===== src/rtl/pwr_seq.sv =====
module pwr_seq #(
  parameter int NUM_RAILS = 11,
  parameter int CORE_IDX  = 3,
  parameter int TICK_DIV  = 50000,
  parameter int STEP_MS   = 5,
  parameter int CORE_MS   = 15,
  parameter int TMO_MS    = 100,
  parameter int BOOT_MS   = 1,
  parameter int CFG_W     = 4
) (
  input  logic                 clk,
  input  logic                 rst_n,
  input  logic                 main_pwr_ok,
  input  logic [NUM_RAILS-1:0] rail_pg,
  input  logic                 sys_pg,
  input  logic                 pll_lock,
  input  logic [CFG_W-1:0]     dip_sw,
  output logic [NUM_RAILS-1:0] rail_en,
  output logic                 io_unlock,
  output logic                 clkgen_run,
  output logic                 sys_rst_n,
  output logic                 por_rst_n,
  output logic                 full_rst_n,
  output logic                 boot_oe,
  output logic [CFG_W-1:0]     boot_val,
  output logic                 fault
);

  localparam int DIV_W = (TICK_DIV > 2) ? $clog2(TICK_DIV) : 1;
  localparam int MAXMS = (TMO_MS > CORE_MS) ? TMO_MS : CORE_MS;
  localparam int CNT_W = $clog2(MAXMS + 1);
  localparam int IDX_W = (NUM_RAILS > 2) ? $clog2(NUM_RAILS) : 1;
  localparam logic [CNT_W-1:0] STEP_M1 = CNT_W'(STEP_MS - 1);
  localparam logic [CNT_W-1:0] CORE_M1 = CNT_W'(CORE_MS - 1);
  localparam logic [CNT_W-1:0] TMO_M1  = CNT_W'(TMO_MS - 1);
  localparam logic [CNT_W-1:0] BOOT_M1 = CNT_W'(BOOT_MS - 1);
  localparam logic [IDX_W-1:0] LAST    = IDX_W'(NUM_RAILS - 1);

  typedef enum logic [3:0] {
    S_IDLE, S_RAMP, S_GAP, S_SETTLE, S_LOCK,
    S_SYS, S_POR, S_HOLD, S_DONE, S_FAULT
  } state_t;

  state_t               st;
  logic [DIV_W-1:0]     div_cnt;
  logic [CNT_W-1:0]     ms, tmo;
  logic [IDX_W-1:0]     idx;
  logic [NUM_RAILS-1:0] good;
  logic [CFG_W-1:0]     cfg_q;

  wire tick      = (div_cnt == DIV_W'(TICK_DIV - 1));
  wire rail_drop = |(good & ~rail_pg);
  wire lock_ok   = sys_pg & pll_lock;
  wire [IDX_W-1:0] nxt = idx + 1'b1;
  wire [CNT_W-1:0] gap_m1 = (32'(nxt) == CORE_IDX) ? CORE_M1 : STEP_M1;

  function automatic logic [NUM_RAILS-1:0] drop_top(input logic [NUM_RAILS-1:0] v);
    logic [NUM_RAILS-1:0] r;
    logic hit;
    r = v;
    hit = 1'b0;
    for (int i = NUM_RAILS - 1; i >= 0; i--) begin
      if (!hit && r[i]) begin
        r[i] = 1'b0;
        hit = 1'b1;
      end
    end
    return r;
  endfunction

  always_ff @(posedge clk or negedge rst_n) begin
    if (!rst_n) begin
      st      <= S_IDLE;
      div_cnt <= '0;
      ms      <= '0;
      tmo     <= '0;
      idx     <= '0;
      good    <= '0;
      rail_en <= '0;
      cfg_q   <= '0;
    end else begin
      div_cnt <= tick ? '0 : div_cnt + 1'b1;
      if (st != S_IDLE && st != S_FAULT && rail_drop) begin
        st   <= S_FAULT;
        good <= '0;
        ms   <= '0;
      end else begin
        case (st)
          S_IDLE: if (main_pwr_ok) begin
            rail_en[0] <= 1'b1;
            idx <= '0;
            ms  <= '0;
            st  <= S_RAMP;
          end
          S_RAMP: begin
            if (rail_pg[idx]) begin
              good[idx] <= 1'b1;
              ms <= '0;
              st <= (idx == LAST) ? S_SETTLE : S_GAP;
            end else if (tick) begin
              if (ms == TMO_M1) begin
                st   <= S_FAULT;
                good <= '0;
                ms   <= '0;
              end else begin
                ms <= ms + 1'b1;
              end
            end
          end
          S_GAP: if (tick) begin
            if (ms == gap_m1) begin
              rail_en[nxt] <= 1'b1;
              idx <= nxt;
              ms  <= '0;
              st  <= S_RAMP;
            end else begin
              ms <= ms + 1'b1;
            end
          end
          S_SETTLE: if (tick) begin
            if (ms == STEP_M1) begin
              ms  <= '0;
              tmo <= '0;
              st  <= S_LOCK;
            end else begin
              ms <= ms + 1'b1;
            end
          end
          S_LOCK: begin
            if (!lock_ok) ms <= '0;
            if (tick) begin
              if (lock_ok && ms == STEP_M1) begin
                ms <= '0;
                st <= S_SYS;
              end else if (tmo == TMO_M1) begin
                st   <= S_FAULT;
                good <= '0;
                ms   <= '0;
              end else begin
                tmo <= tmo + 1'b1;
                if (lock_ok) ms <= ms + 1'b1;
              end
            end
          end
          S_SYS: if (tick) begin
            if (ms == STEP_M1) begin
              ms <= '0;
              st <= S_POR;
            end else begin
              ms <= ms + 1'b1;
            end
          end
          S_POR: if (tick) begin
            if (ms == STEP_M1) begin
              cfg_q <= dip_sw;
              ms <= '0;
              st <= S_HOLD;
            end else begin
              ms <= ms + 1'b1;
            end
          end
          S_HOLD: if (tick) begin
            if (ms == BOOT_M1) begin
              st <= S_DONE;
            end else begin
              ms <= ms + 1'b1;
            end
          end
          S_FAULT: if (tick) rail_en <= drop_top(rail_en);
          default: ;
        endcase
      end
    end
  end

  assign io_unlock  = (st == S_LOCK) || (st == S_SYS) || (st == S_POR) ||
                      (st == S_HOLD) || (st == S_DONE);
  assign clkgen_run = io_unlock;
  assign sys_rst_n  = (st == S_SYS) || (st == S_POR) || (st == S_HOLD) || (st == S_DONE);
  assign por_rst_n  = (st == S_POR) || (st == S_HOLD) || (st == S_DONE);
  assign full_rst_n = (st == S_HOLD) || (st == S_DONE);
  assign boot_oe    = (st == S_SYS) || (st == S_POR) || (st == S_HOLD);
  assign boot_val   = full_rst_n ? cfg_q : dip_sw;
  assign fault      = (st == S_FAULT);

  // reset release order
  a_r6_por_after_sys: assert property (@(posedge clk) disable iff (!rst_n)
    por_rst_n |-> sys_rst_n);
  a_r6_full_after_por: assert property (@(posedge clk) disable iff (!rst_n)
    full_rst_n |-> por_rst_n);

  // pins driven only inside the reset window, value frozen after full release
  a_r7_window: assert property (@(posedge clk) disable iff (!rst_n)
    boot_oe |-> sys_rst_n && !fault);
  a_r7_frozen: assert property (@(posedge clk) disable iff (!rst_n)
    (full_rst_n && $past(full_rst_n)) |-> $stable(boot_val));

  // clocks start only when every rail has been good
  a_r4_rails_good: assert property (@(posedge clk) disable iff (!rst_n)
    clkgen_run |-> &good);

  // a rail is on only if its predecessor has been good (outside fault)
  for (genvar k = 1; k < NUM_RAILS; k++) begin : g_chain
    a_r2_chain: assert property (@(posedge clk) disable iff (!rst_n)
      (!fault && rail_en[k]) |-> good[k-1]);
  end

  // shutdown never enables, removes at most one rail per cycle, fault sticks
  a_r10_no_new: assert property (@(posedge clk) disable iff (!rst_n)
    fault |=> ((rail_en & ~$past(rail_en)) == '0));
  a_r10_one_off: assert property (@(posedge clk) disable iff (!rst_n)
    fault |=> ($countones($past(rail_en)) <= $countones(rail_en) + 1));
  a_r10_sticky: assert property (@(posedge clk) disable iff (!rst_n)
    fault |=> fault);

endmodule


===== config.mk =====
export PLATFORM = sky130hd
export DESIGN_NAME = pwr_seq
export DESIGN_NICKNAME = d
export VERILOG_FILES = /design/src/rtl/pwr_seq.sv
export SDC_FILE = /design/constraint.sdc
export NUM_CORES = 1
export LEC_CHECK = 0
export BUFFER_PORTS_ARGS = -buffer_cell sky130_fd_sc_hd__clkbuf_2
export CAP_MARGIN = 20
export CELL_PAD_IN_SITES_DETAIL_PLACEMENT = 0
export CELL_PAD_IN_SITES_GLOBAL_PLACEMENT = 2
export CORE_MARGIN = 2
export CORE_UTILIZATION = 33
export DETAILED_ROUTE_END_ITERATION = 12
export GPL_TIMING_DRIVEN = 0
export HOLD_SLACK_MARGIN = 0.15
export PLACE_DENSITY = 0.79
export SKIP_LAST_GASP = 1
export SLEW_MARGIN = 5
export SYNTH_ARGS = -nofsm -noshare
export SYNTH_HDL_FRONTEND = slang
export SYNTH_SLANG_ARGS = --single-unit
export TNS_END_PERCENT = 100

===== constraint.sdc =====
create_clock -name clk -period 2.7 [get_ports clk]
set_input_delay 0.54 -clock clk [delete_from_list [all_inputs] [get_ports clk]]
set_output_delay 0.54 -clock clk [all_outputs]
set_load 0.01 [all_outputs]

==> results of run 1 <==
-- registers in the layout (all words and copies together) (netlist names) --
| name | cells |
|---|---|
| ms | 7 |
| tmo | 7 |
| div_cnt | 16 |
| st | 4 |
| good | 11 |
| idx | 4 |
| cfg_q | 4 |
| rail_en | 11 |
-- timing repair --
item,in CTS,in global routing
resized for setup,21,38
pin swaps,7,5
hold buffers,0,0
endpoints found under the setup margin,48,48
setup buffers,11,9
-- cell type report --
| type | count | area share |
|---|---|---|
| well taps | 147 | 0.0361 |
| flip-flops and latches | 64 | 0.315 |
| clock inverters | 4 | 0.0137 |
| multi-input cells | 352 | 0.483 |
| repair buffers | 62 | 0.0748 |
| plain buffers | 19 | 0.0221 |
| inverters | 14 | 0.0103 |
| clock buffers | 11 | 0.0456 |
-- synth_stat cells, types with 5 or more instances --
library cell,n,share of area
a21oi_1,23,0.028
a32o_1,12,0.030
a32oi_1,5,0.011
a41oi_1,11,0.024
and2_1,10,0.015
and3_1,16,0.025
clkbuf_1,19,0.018
dfrtp_1,64,0.39
ha_1,8,0.025
inv_1,14,0.013
mux2_2,8,0.022
nand2_1,28,0.026
nand2b_1,11,0.017
nand3_1,24,0.030
nand3b_1,6,0.011
nand4_1,7,0.011
nor2_1,44,0.041
nor2b_1,7,0.011
nor3_1,11,0.014
o21ai_0,26,0.032
o31ai_1,6,0.011
or3_1,6,0.0092
xnor2_1,9,0.019
xor2_1,7,0.015
-- critical path: stages, from the launching register on --
cell and delay [ns]:
dfrtp_1 0.38, nor2b_4 0.14, a2111oi_4 0.37, o2111ai_4 0.20, o22a_1 0.27, or4_4 0.49, buf_6 0.13, or2_0 0.19
buf_4 0.16, o31ai_2 0.22
-- cells in the final DEF (no fill, tap or decap), types with 4 or more instances in the layout --
master	synthesis	final
xnor2_1	9	9
nand2b_1	11	11
nor2_1	44	41
dfrtp_1	64	62
buf_4	1	21
clkbuf_16	0	9
nand3_1	24	24
a31oi_1	4	4
a32o_1	12	12
a32oi_1	5	5
clkbuf_4	0	4
and2_1	10	10
xor2_1	7	7
o21ai_0	26	23
nor2b_1	7	6
nand4_1	7	7
ha_1	8	7
or3_1	6	6
mux2_2	8	8
inv_1	14	13
a41oi_1	11	10
nand3b_1	6	6
nand2_1	28	28
a21oi_1	23	23
clkbuf_1	19	8
and3_1	16	14
clkbuf_2	0	45
nor3_1	11	10
or2_2	4	4
-- layer usage --
layer | GRT usage | part of all wire
met2 | 0.284 | 0.46
met3 | 0.0343 | 0.039
met4 | 0.100 | 0.023
met5 | 0 | 0
met1 | 0.265 | 0.48
-- worst min path at each step --
stage / end / depth (start not counted) / slack [ns]
3_3_place_gp: tmo[6] / 1 / 0.46
6_report: div_cnt[8] / 1 / 0.16
2_1_floorplan: cfg_q[0] / 0 / 0.24
3_5_place_dp: tmo[6] / 1 / 0.46
4_1_cts: div_cnt[8] / 1 / 0.16
5_1_grt: div_cnt[8] / 1 / 0.18
-- metrics by stage --
| stage | TNS, ns | cells | hold slack, ns | utilization | setup WS [ns] |
|---|---|---|---|---|---|
| after floorplan | 0 | 455 | 0.244 | - | 0.127 |
| after global placement | -19.44 | 643 | 0.464 | 0.371 | -0.816 |
| after detailed placement | -21.26 | 644 | 0.462 | 0.373 | -0.841 |
| after CTS | -0.0171 | 666 | 0.164 | 0.411 | -0.0171 |
| after global routing | -0.572 | 673 | 0.180 | 0.425 | -0.0652 |
| final | 0 | 673 | 0.157 | 0.425 | 0.0569 |
-- power by group --
group / internal (W) / switching [W] / total, W
Sequential: 0.000997 / 0.0000433 / 0.00104
Combinational: 0.000342 / 0.000553 / 0.000895
Clock: 0.000799 / 0.000422 / 0.00122
Total: 0.00214 / 0.00102 / 0.00316
-- logic make-up after synthesis --
family,after synthesis,share of synthesized area
AOI/OAI and AO/OA,123,0.220
buffers and inverters,39,0.0381
and+or+nand+nor,193,0.255
adders and majority gates,8,0.0246
muxes,12,0.0350
xor gates and xnor gates,16,0.0344
DFF,64,0.393
==> flow_summary.toml, run 1 <==
[synth]
ys_seq_area_frac = 0.393
synth_edf_count = 0
syn_inst = 455
synth_cell_type_count = 62
ys_warn_count = 0
synth-async-reset-ratio = 1.00
synthFlopType = "dfrtp_1"
avgSynthCellArea_sq_um = 8.95
synth_area_sq_um = 4070
synth_seq_cells = 64
synth_fp_nets = 483

[timing]
fin_crit_sh = 0.979
clock_skew_ns = 0.00684
tightest_slew_ns = 0.698
setup_viol = 0
rsz0062_at_grt = "true"
fin_crit_ns = 2.64
hold_viol = 0
drv_slew = 0
clock.fmax_mhz = 378
slew_headroom = 0.531

[grt]
grt_max_degree = 38
grt_antenna_before_repair = 0
first_global_vias = 3823
grt_pass1_wl_microns = 19600
grt_use_total = 0.191
gr-total-overflow = 0

[worst_setup_path]
crit_path_end_kind = "register"
startpoint = "good[10]"
r2r_setup_slack_ns = 0.06
worstSetupEndpoint = "tmo[4]"
criticalPathCategory = "reg2reg"
rr_worst_depth = 9
crit_fanout = 6
reg2reg_to = "tmo[4]"
crit_arrival_ns = 2.89
cp.required_ns = 2.95
cp-start-kind = "register"
r2r_start = "good[10]"

[cts]
clock-root-buffer = "clkbuf_16"
clock_path_buffers = 2
numCtsBuffers = 9
clock_sink_count = 64
htreeDepth = 3
cts_tree = "yes"
clk_latency_ns = 0.34
path_clk_slew_ns = 0.05

[route]
num_vias = 3836
wl_per_cell_microns = 17.5
wirelength_microns = 11800
first_pass_iters = 4
viasPerCell = 5.70
dr.first_iter.drc_count = 271
drc = 0
postRouteAntennaNets = 0

[power_and_ir_drop]
leakage_nw = 2.21
ir_worst_vdd_v = 0.000311
total_power_w = 0.00316
p_per_area_nw_per_um2 = 619

[cells_and_area]
n_antenna_cell = 0
areaGrowthSynthToFinish_pct = 25.3
regArea_sq_um = 1600
final_nets = 550
fillers = 1225
drive_above_1_share = 0.253
multi_input_area_sq_um = 2460
final_area_sq_um = 5100

[die]
die_x_microns = 115
initial_utilization = 0.339
core-area_sq_um = 12000
die-area_sq_um = 13200
fp.dieH_microns = 115
io_pins = 42
rows = 40

[placement]
port_buffers = 41
hpwlAfterDp_microns = 8360
postPlaceCellArea_sq_um = 4480
place_congestion = 0.832

[status]
outcome = "finished, final reports clean"

[hold_path]
hp-class = "in2async"

[job]
max_cap_violations = 0
Note: power is estimated with default switching activity, not from simulation.
==> run 2, diff against run 1 <==
--- a/config.mk
+++ b/config.mk
@@ -5,18 +5,19 @@
 export SDC_FILE = /design/constraint.sdc
 export NUM_CORES = 1
 export LEC_CHECK = 0
+export ABC_AREA = 1
 export BUFFER_PORTS_ARGS = -buffer_cell sky130_fd_sc_hd__clkbuf_2
 export CAP_MARGIN = 20
 export CELL_PAD_IN_SITES_DETAIL_PLACEMENT = 0
 export CELL_PAD_IN_SITES_GLOBAL_PLACEMENT = 2
 export CORE_MARGIN = 2
-export CORE_UTILIZATION = 33
+export CORE_UTILIZATION = 30
 export DETAILED_ROUTE_END_ITERATION = 12
 export GPL_TIMING_DRIVEN = 0
 export HOLD_SLACK_MARGIN = 0.15
 export PLACE_DENSITY = 0.79
 export SKIP_LAST_GASP = 1
-export SLEW_MARGIN = 5
+export SLEW_MARGIN = 20
 export SYNTH_ARGS = -nofsm -noshare
 export SYNTH_HDL_FRONTEND = slang
 export SYNTH_SLANG_ARGS = --single-unit
==> flow_summary.toml, run 2 <==
[status]
outcome = "finished, final reports clean"

[synth]
synthFlopType = "dfrtp_1"
synth_seq_cells = 64
synth-async-reset-ratio = 1.00
syn_inst = 690
ys_seq_area_frac = 0.350
synth_common_cells = "nand2_1 (193), inv_1 (88), nand3_1 (72)"
synth_top_cell_by_area = "dfrtp_1"
synth_compound_area_frac = 0.122
ys_warn_count = 0
synth.top_cell.area_share = 0.350
synth_top_family_by_area = "simple AND/OR/NAND/NOR gates"
synth_edf_count = 0
synth_area_sq_um = 4570
synth_fa_ha_area_frac = 0.0219
synth_xor_area_frac = 0.0227
yosysMostFrequentCell = "nand2_1"
synthSimpleGateAreaFrac = 0.382
synth_fp_nets = 718
yosys-top-cells-area = "dfrtp_1 (35%), nand2_1 (16%), nand3_1 (7.9%)"
avgSynthCellArea_sq_um = 6.62
synth_cell_type_count = 38
yosys-mux-area-fraction = 0

[cts]
clock_sink_count = 64
htreeDepth = 3
cts_tree = "yes"
clk_latency_ns = 0.34
clock-root-buffer = "clkbuf_16"
post_cts_buffers = 0
hold_buffers = 0
path_clk_slew_ns = 0.05
cts_resized = 0
clock_path_buffers = 2
numCtsBuffers = 9

[timing]
drv_slew = 0
fin_crit_sh = 0.921
fin_crit_ns = 2.49
final.setup.tns_ns = 0
setup_viol = 0
clock.fmax_mhz = 402
tightest_slew_ns = 0.526
hold_viol = 0
rsz0062_at_grt = "false"
slew_headroom = 0.648
clock_skew_ns = 0.00539

[route]
first_pass_iters = 5
drc = 0
postRouteAntennaNets = 0
num_vias = 4552
dr.first_iter.drc_count = 265
viasPerCell = 4.87
wl_per_cell_microns = 14.3
wirelength_microns = 13400

[grt]
first_global_vias = 4496
grt_antenna_before_repair = 0
gr-total-overflow = 0
grt_use_total = 0.174
grt_pass1_wl_microns = 22600
grt_max_degree = 34

[worst_setup_path]
cp-start-kind = "register"
r2r_setup_slack_ns = 0.28
rr_worst_depth = 11
criticalPathCategory = "reg2out"
reg2reg_to = "rail_en[3]"
r2r_start = "idx[0]"
crit_fanout = 10
crit_path_end_kind = "output pin"
crit_arrival_ns = 1.95
cp.required_ns = 2.16

[cells_and_area]
largest_reg_flops = 16
top_regs = "div_cnt x16, good x11, rail_en x11"
regMostFlops = "div_cnt"
final_cell_mix = "nand2_1 (192), inv_1 (88), nand3_1 (72)"
final_nets = 771
layout_commonest_cell = "nand2_1"
drive_above_1_share = 0.150
areaGrowthSynthToFinish_pct = 17.3
n_antenna_cell = 0
fillers = 1654

[die]
die_x_microns = 127
fp.dieH_microns = 127
rows = 45
die-area_sq_um = 16200
core-area_sq_um = 15000
io_pins = 42
initial_utilization = 0.304

[hold_path]
hp-class = "in2async"

[power_and_ir_drop]
ir_worst_vdd_v = 0.000364
p_per_area_nw_per_um2 = 751
total_power_w = 0.00402
leakage_nw = 2.78

[placement]
port_buffers = 41
place_congestion = 0.875
hpwlAfterDp_microns = 10200

[job]
max_cap_violations = 0
-- run 2: changes by cell type after synthesis, moves of 11 or more --
cell,previous run,this run
inv_1,14,88
nand3_1,24,72
clkbuf_1,19,3
nand2_1,28,193
nand2b_1,11,0
nor2_1,44,71
o21ai_0,26,56
inv_2,0,12
nor2_2,0,12
a32o_1,12,0
and3_1,16,0
-- run 2: worst max path at each step --
| stage | cells past startpoint | end | startpoint | slack, ns |
|---|---|---|---|---|
| after global placement | 10 | idx[3] | div_cnt[0] | 0.25 |
| after CTS | 8 | boot_val[0] | st[3] | 0.06 |
| after detailed placement | 10 | idx[3] | div_cnt[0] | 0.20 |
| after global routing | 11 | tmo[6] | ms[0] | 0.04 |
| final | 7 | boot_val[0] | st[3] | 0.21 |
| after floorplan | 10 | rail_en[3] | idx[1] | 0.78 |
-- run 2: metal layers --
metal	global-route usage	vias up	wire [microns]
li1	-	2328	-
met1	0.235	2114	6570
met2	0.276	94	6090
met3	0.0360	16	497
met4	0.0633	0	239
met5	0	-	0
-- run 2: layout make-up --
| class | count | area, sq um | area share |
|---|---|---|---|
| Multi-Input combinational cell | 512 | 2510 | 0.468 |
| Sequential cell | 64 | 1600 | 0.299 |
| Inverter | 100 | 375 | 0.0700 |
| Clock buffer | 12 | 256 | 0.0479 |
| Tap cell | 188 | 235 | 0.0439 |
| Timing Repair Buffer | 42 | 228 | 0.0425 |
| Buffer | 14 | 87.6 | 0.0163 |
| Clock inverter | 3 | 65.1 | 0.0121 |
-- run 2: report_power, final --
| group | internal [W] | switching (W) | total (W) |
|---|---|---|---|
| clock network | 0.000852 | 0.000428 | 0.00128 |
| logic | 0.000474 | 0.00116 | 0.00164 |
| registers | 0.00102 | 0.0000811 | 0.00111 |
| total | 0.00235 | 0.00167 | 0.00402 |
-- run 2: worst max-delay path, stage by stage (launching register included) --
cell      delay, ns
dfrtp_1        0.47
inv_2          0.10
nand2_2        0.20
nor2_2         0.08
inv_1          0.22
nand2_2        0.17
o21ai_0        0.21
clkbuf_2       0.16
-- run 2: metrics by stage --
step	util	setup WS, ns	hold WS, ns	cells	cell area, sq um
4_1_cts	0.356	0.0620	0.206	935	5350
2_1_floorplan	-	0.782	0.244	690	4570
3_5_place_dp	0.335	0.201	0.456	920	5030
5_1_grt	0.357	0.0367	0.240	935	5360
3_3_place_gp	0.333	0.248	0.451	919	5010
6_report	0.357	0.212	0.194	935	5360
-- run 2: cells by family (layout without fill, tap and decap cells) --
logic type,count (synthesis),after routing
AO/OA/AOI/OAI,99,99
XOR/XNOR,11,11
adder cells (fa/ha/maj),8,8
buffers and inverters,114,171
flip-flops,64,64
AND/OR/NAND/NOR,394,394
